**config.mk**
```make
export PLATFORM = sky130hd
export DESIGN_NAME = ctl_regbank
export DESIGN_NICKNAME = d
export VERILOG_FILES = /design/src/rtl/ctl_regbank_pkg.sv /design/src/rtl/ctl_regbank_decode.sv /design/src/rtl/ctl_regbank_store.sv /design/src/rtl/ctl_regbank_tick.sv /design/src/rtl/ctl_regbank.sv
export SDC_FILE = /design/constraint.sdc
export NUM_CORES = 2
export LEC_CHECK = 0
export BUFFER_PORTS_ARGS = -buffer_cell sky130_fd_sc_hd__buf_2
export CAP_MARGIN = 15
export CORE_ASPECT_RATIO = 0.7
export CORE_MARGIN = 3
export CORE_UTILIZATION = 67
export CTS_BUF_LIST = sky130_fd_sc_hd__clkbuf_16
export CTS_CLUSTER_SIZE = 28
export DETAILED_ROUTE_END_ITERATION = 8
export GPL_TIMING_DRIVEN = 0
export PLACE_DENSITY = 0.82
export RECOVER_POWER = 100
export SLEW_MARGIN = 10
export SYNTH_ARGS = -nofsm -noshare
export SYNTH_HDL_FRONTEND = slang
export SYNTH_SLANG_ARGS = --single-unit
```
**constraint.sdc**
```tcl
create_clock -name clk -period 64.4 [get_ports clk]
set_input_delay 6.44 -clock clk [delete_from_list [all_inputs] [get_ports clk]]
set_output_delay 6.44 -clock clk [all_outputs]
set_load 0.005 [all_outputs]
```
**src/rtl/ctl_regbank_pkg.sv**
```systemverilog
package ctl_regbank_pkg;

  localparam int DATA_W      = 64;
  localparam int IDX_W       = 6;
  localparam int HALF_W      = DATA_W / 2;

  localparam int IDX_EXC_ADDR  = 10;
  localparam int IDX_IPL       = 11;
  localparam int IDX_SWINT     = 12;
  localparam int IDX_MODE_I    = 13;
  localparam int IDX_MODE_D    = 14;
  localparam int IDX_TRAP_REQ  = 15;
  localparam int IDX_TRAP_EN   = 16;
  localparam int IDX_EXC_SUM   = 17;
  localparam int IDX_EXC_MASK  = 18;
  localparam int IDX_ICTL      = 19;
  localparam int IDX_IPTBR     = 20;
  localparam int IDX_DPTBR     = 21;
  localparam int IDX_DC_TEST   = 22;
  localparam int IDX_DC_MODE   = 23;
  localparam int IDX_MISS_MODE = 24;
  localparam int IDX_IASN      = 25;
  localparam int IDX_DASN      = 26;
  localparam int IDX_CYCLE     = 27;
  localparam int NUM_STORED    = 28;
  localparam int IDX_RO0       = 28;
  localparam int NUM_RO        = 5;
  localparam int IDX_WO0       = IDX_RO0 + NUM_RO;
  localparam int NUM_WO        = 6;
  localparam int IDX_LIMIT     = IDX_WO0 + NUM_WO;

  typedef enum logic [2:0] {
    ROLE_STORE,
    ROLE_CLEAR,
    ROLE_RDONLY,
    ROLE_WRONLY,
    ROLE_CYCLE,
    ROLE_NONE
  } role_t;

  function automatic role_t role_of(int i);
    role_t r;
    if (i == IDX_EXC_SUM || i == IDX_EXC_MASK) r = ROLE_CLEAR;
    else if (i == IDX_CYCLE)                   r = ROLE_CYCLE;
    else if (i < NUM_STORED)                   r = ROLE_STORE;
    else if (i < IDX_RO0 + NUM_RO)             r = ROLE_RDONLY;
    else if (i < IDX_WO0 + NUM_WO)             r = ROLE_WRONLY;
    else                                       r = ROLE_NONE;
    return r;
  endfunction

  function automatic logic [DATA_W-1:0] wmask_of(int i);
    logic [DATA_W-1:0] m;
    case (i)
      IDX_EXC_ADDR:               m = ~64'h2;
      IDX_IPL:                    m = 64'h1f;
      IDX_SWINT:                  m = 64'h7fff0;
      IDX_MODE_I, IDX_MODE_D:     m = 64'h18;
      IDX_TRAP_REQ, IDX_TRAP_EN:  m = 64'hf;
      IDX_ICTL:                   m = 64'hff_ffff_0300;
      IDX_IPTBR, IDX_DPTBR:       m = 64'hffff_ffff_c000_0000;
      IDX_DC_TEST:                m = 64'h1ffb;
      IDX_DC_MODE, IDX_MISS_MODE: m = 64'h3f;
      IDX_IASN:                   m = 64'h7f0;
      IDX_DASN:                   m = 64'hfe00_0000_0000_0000;
      default:                    m = '1;
    endcase
    return m;
  endfunction

endpackage

```
**src/rtl/ctl_regbank_decode.sv**
```systemverilog
module ctl_regbank_decode
  import ctl_regbank_pkg::*;
#(
  parameter bit IS_WRITE = 1'b0
) (
  input  logic             en,
  input  logic [IDX_W-1:0] idx,
  output role_t            role,
  output logic             bad
);

  logic forbidden;

  always_comb begin
    role = role_of(int'(idx));
    if (IS_WRITE) forbidden = (role == ROLE_RDONLY);
    else          forbidden = (role == ROLE_WRONLY);
    bad = en && (forbidden || role == ROLE_NONE);
  end

endmodule

```
**src/rtl/ctl_regbank_store.sv**
```systemverilog
module ctl_regbank_store
  import ctl_regbank_pkg::*;
#(
  parameter int ENTRIES = NUM_STORED,
  parameter int WIDTH   = DATA_W
) (
  input  logic                            clk,
  input  logic                            rst_n,
  input  logic                            commit,
  input  logic [IDX_W-1:0]                idx,
  input  logic [WIDTH-1:0]                data,
  output logic [ENTRIES-1:0][WIDTH-1:0]   q
);

  for (genvar e = 0; e < ENTRIES; e++) begin : g_entry
    localparam role_t             ROLE = role_of(e);
    localparam logic [WIDTH-1:0]  MASK = WIDTH'(wmask_of(e));
    logic             hit;
    logic [WIDTH-1:0] d;

    always_comb begin
      hit = commit && (idx == IDX_W'(e));
      d   = (ROLE == ROLE_CLEAR) ? '0 : (data & MASK);
    end

    always_ff @(posedge clk or negedge rst_n) begin
      if (!rst_n)   q[e] <= '0;
      else if (hit) q[e] <= d;
    end
  end

endmodule

```
**src/rtl/ctl_regbank_tick.sv**
```systemverilog
module ctl_regbank_tick #(
  parameter int WIDTH = 32
) (
  input  logic             clk,
  input  logic             rst_n,
  input  logic             run,
  output logic [WIDTH-1:0] count
);

  logic [WIDTH-1:0] count_d;

  always_comb count_d = count + WIDTH'(1);

  always_ff @(posedge clk or negedge rst_n) begin
    if (!rst_n)   count <= '0;
    else if (run) count <= count_d;
  end

endmodule

```
**src/rtl/ctl_regbank.sv**
```systemverilog
module ctl_regbank
  import ctl_regbank_pkg::*;
(
  input  logic              clk,
  input  logic              rst_n,
  input  logic              wr_en,
  input  logic [IDX_W-1:0]  wr_idx,
  input  logic [DATA_W-1:0] wr_data,
  input  logic              rd_en,
  input  logic [IDX_W-1:0]  rd_idx,
  output logic [DATA_W-1:0] rd_data,
  output logic              fault,
  output logic [NUM_WO-1:0] ctl_pulse
);

  logic                               rst_meta_n;
  logic                               rst_q_n;
  role_t                              wr_role;
  role_t                              rd_role;
  logic                               wr_bad;
  logic                               rd_bad;
  logic                               wr_commit;
  logic [NUM_STORED-1:0][DATA_W-1:0]  store_q;
  logic [HALF_W-1:0]                  tick_q;
  logic [DATA_W-1:0]                  stored_sel;
  logic [DATA_W-1:0]                  rd_val;

  always_ff @(posedge clk or negedge rst_n) begin
    if (!rst_n) begin
      rst_meta_n <= 1'b0;
      rst_q_n    <= 1'b0;
    end else begin
      rst_meta_n <= 1'b1;
      rst_q_n    <= rst_meta_n;
    end
  end

  ctl_regbank_decode #(.IS_WRITE(1'b1)) u_wr_dec (
    .en   (wr_en),
    .idx  (wr_idx),
    .role (wr_role),
    .bad  (wr_bad)
  );

  ctl_regbank_decode #(.IS_WRITE(1'b0)) u_rd_dec (
    .en   (rd_en),
    .idx  (rd_idx),
    .role (rd_role),
    .bad  (rd_bad)
  );

  always_comb begin
    wr_commit = wr_en && !wr_bad && (wr_role != ROLE_WRONLY);
    fault     = wr_bad || rd_bad;
  end

  ctl_regbank_store #(.ENTRIES(NUM_STORED), .WIDTH(DATA_W)) u_store (
    .clk    (clk),
    .rst_n  (rst_q_n),
    .commit (wr_commit),
    .idx    (wr_idx),
    .data   (wr_data),
    .q      (store_q)
  );

  ctl_regbank_tick #(.WIDTH(HALF_W)) u_tick (
    .clk   (clk),
    .rst_n (rst_q_n),
    .run   (1'b1),
    .count (tick_q)
  );

  always_comb begin
    stored_sel = '0;
    for (int k = 0; k < NUM_STORED; k++) begin
      if (rd_idx == IDX_W'(k)) stored_sel = store_q[k];
    end
    case (rd_role)
      ROLE_STORE, ROLE_CLEAR: rd_val = stored_sel;
      ROLE_CYCLE:             rd_val = {stored_sel[DATA_W-1:HALF_W], tick_q};
      default:                rd_val = '0;
    endcase
    rd_data = (rd_en && !rd_bad) ? rd_val : '0;
  end

  for (genvar s = 0; s < NUM_WO; s++) begin : g_strobe
    logic pulse_d;
    always_comb pulse_d = wr_en && (wr_idx == IDX_W'(IDX_WO0 + s));
    always_ff @(posedge clk or negedge rst_q_n) begin
      if (!rst_q_n) ctl_pulse[s] <= 1'b0;
      else          ctl_pulse[s] <= pulse_d;
    end
  end

endmodule

```
==> impl_metrics.json <==
{
  "status": "complete, but fails checks",
  "violations": "max-capacitance violations, max-slew violations",
  "setup_ws_ns": 44.22,
  "max_slew_margin_pct": -144,
  "fp.coreArea_sq_um": 63700,
  "final-max-slew-violation-count": 1024,
  "yosysWarnings": 0,
  "routedWlPerCell_um": 37.8,
  "ys.flop_type": "dfrtp_1",
  "finalNetCount": 3654,
  "whs_path_depth": 0,
  "finalCritPeriodShare_pct": 31.3,
  "async_reset_ff_share_pct": 100,
  "synthAdderAreaFrac_pct": 0.0288,
  "synthSimpleGateAreaFrac_pct": 5.49,
  "finalSetupViolCount": 0,
  "place_ws_ns": 47.72,
  "synth_area_sq_um": 43500,
  "synth_xor_xnor_area_share_pct": 0.604,
  "num_vias": 34000,
  "cp_common_cell": "clkbuf_1",
  "drt-initial-drc-count": 5218,
  "numCtsBuffers": 88,
  "cp-start-kind": "input pin",
  "totalWireLength_mm": 171,
  "ys_seq_area_share_pct": 54.1,
  "grt_overflow_total": 0,
  "synthMuxAreaShare_pct": 27.1,
  "place.gp.congestion": 1.01,
  "max_clock_freq_mhz": 49.5,
  "holdWs_ns": 0.355,
  "holdCritStartpoint": "rst_meta_n",
  "final_antenna_net_count": 0,
  "p_switching_mw": 0.372,
  "synth_top_family_by_area": "multiplexers",
  "synth_compound_area_share_pct": 9.30,
  "post-route-util_pct": 75.5,
  "r2r-end": "u_store.q[411]",
  "clock-sinks": 940,
  "hold_buffers": 0,
  "crit_chain": "clkbuf_1, clkbuf_1, clkbuf_1, clkbuf_1, clkbuf_1, clkbuf_1, clkbuf_1, a21oi_1, o22ai_1, nor2_1, nor3_1, clkbuf_1",
  "crit_path_end_kind": "output port",
  "hold_end": "rst_q_n",
  "start_util_pct": 68.3,
  "worst-setup-path-type": "input pin to output port",
  "clk_latency_ns": 0.69,
  "crit_arrival_ns": 13.74,
  "drcViolationCount": 0,
  "clkTransAtPathRegs_ns": 0.06,
  "maxCapViolCount": 22,
  "die_h_um": 219,
  "synth.ff_latch_count": 940,
  "rsz0062_at_grt": "false",
  "min_period_ns": 20.18,
  "worstPathRequired_ns": 57.96,
  "dieArea_sq_um": 68000,
  "dr.pass1.iters": 8,
  "comb_power_share_pct": 11.6,
  "cts_resized": 0,
  "ff2ff_setup_slack_ns": 47.73,
  "yosys.cell_types.count": 91,
  "std_cell_rows": 77,
  "hold_class": "flop to flop",
  "fp.dieW_um": 310,
  "path_max_fanout": 10,
  "hold_viol": 0,
  "seqPwrFrac_pct": 50.8,
  "drive_gt1_share_pct": 36.1,
  "area_growth_pct": 10.7,
  "ir_drop_v": 0.0000269,
  "tightest_slew_ns": 3.66,
  "syn_area_per_cell_sq_um": 13.1,
  "pin_count": 151,
  "grt_pass1_wl_mm": 240,
  "p_sw_share_pct": 26.6,
  "ff2ff_path_depth": 6,
  "dpl.hpwl_mm": 114,
  "ctsHtreeMaxLevel": 3,
  "p_leak_nw": 22.4,
  "cts_setup_buffers": 0,
  "fin_tns_setup_ns": 0,
  "power.internal_mw": 1.03,
  "grt_max_degree": 69,
  "grt_usage_pct": 50.5,
  "pwr-share-clk_pct": 37.6,
  "power.density_nw_per_um2": 29.1,
  "power.total_mw": 1.40,
  "reg2reg_from": "rst_q_n",
  "io_buffers": 146,
  "grt_pass1_vias": 33700,
  "viasPerCell": 7.53,
  "clock-root-buffer": "clkbuf_16",
  "clockBufferDepth": 3,
  "slowest_stage": "clkbuf_1",
  "synth-edff-count": 0,
  "antenna_found_initial": 18,
  "synth.net_count": 3388,
  "slowest_delay_ns": 1.35,
  "cts_tree": "done",
  "synth_cells": 3307,
  "fin_skew_ns": 0.0119
}
-- layout by cell type (no fill, tap or decap), types with 20 or more instances in the layout --
cell / n
mux2i_1: 37
and3_1: 29
a22oi_1: 99
nand3_1: 39
buf_4: 22
inv_1: 23
dfrtp_1: 940
nor2_1: 106
mux4_2: 48
xnor2_1: 25
a221oi_1: 20
nor3_1: 26
o21ai_0: 85
clkbuf_1: 266
mux2_2: 906
nand2_1: 146
a21oi_1: 105
buf_2: 151
o221ai_1: 47
o22ai_1: 27
clkinv_1: 20
clkbuf_16: 88
-- layout make-up --
cell class	instances	area, sq um
buffer	293	1320
inverter	11	41.3
antenna	11	27.5
clock inverter	70	592
fill	4033	15600
clock buffer	88	2200
tap	869	1090
multi-input combinational	2063	18500
sequential	940	23500
timing repair buffer	176	860
-- logic make-up after synthesis --
kind of cell	Yosys count
simple gates	459
mux	1002
fa+ha+maj	1
compound gates	570
xor+xnor	30
flops	940
buf+inv	304
other cells	1
-- worst max-delay path by stage --
stage	startpoint	endpoint	slack, ns	depth (start not counted)
after floorplan	rst_q_n	ctl_pulse[0]	36.26	0
after global routing	rd_idx[0]	rd_data[32]	44.42	12
final	rd_idx[0]	rd_data[4]	44.22	12
after global placement	rst_q_n	u_store.q[621]	28.15	0
after CTS	rd_idx[0]	rd_data[34]	47.70	10
after detailed placement	rd_idx[0]	rd_data[34]	47.72	10
-- cell usage after synthesis, types with 25 or more instances --
cell type  count  area share (%)
mux2_2       914              24
a22oi_1       99             1.7
nand3_1       38            0.44
xnor2_1       25            0.50
and3_1        29            0.42
a21oi_1      105             1.2
nand2_1      145             1.3
mux4_2        48             2.5
buf_4         27            0.47
mux2i_1       37            0.85
dfrtp_1      940              54
o22ai_1       27            0.39
nor3_1        25            0.29
buf_2        123             1.4
nor2_1       106            0.92
o221ai_1      47            0.95
o21ai_0       82            0.94
clkbuf_1     130             1.1
-- power groups by stage --
| stage | sequential [mW] | combinational, mW | clock [mW] |
|---|---|---|---|
| finish | 0.710 | 0.162 | 0.526 |
| global route | 0.715 | 0.170 | 0.546 |
| CTS | 0.707 | 0.161 | 0.519 |
| detailed placement | 0.716 | 0.160 | 0 |
| global placement | 0.723 | 0.137 | 0 |
| floorplan | 0.712 | 0.105 | 0 |
-- metrics by stage --
step           instances  area, sq um
5_1_grt             4510        48100
3_3_place_gp        4322        45300
4_1_cts             4507        48700
6_report            4521        48100
2_1_floorplan       3307        43500
3_5_place_dp        4349        45900
-- registers in the layout, summed over array words and instances, names as in the netlist --
| register | count |
|---|---|
| ctl_pulse | 6 |
| u_tick.count | 32 |
| rst_q_n | 1 |
| rst_meta_n | 1 |
| u_store.q | 900 |
-- worst max-delay path: cells and delay by family --
family / cells / cell delay (ns)
compound gates: 2 / 0.32
simple gates: 2 / 0.39
buf+inv: 8 / 6.54
-- routing by layer --
layer	track usage, %	routed length [um]	up-vias
li1	-	-	12800
met1	67.8	63100	17400
met2	66.5	67700	3030
met3	23.4	27400	743
met4	30.3	11900	28
met5	4.14	569	-
Note: power is estimated with default switching activity, not from simulation.
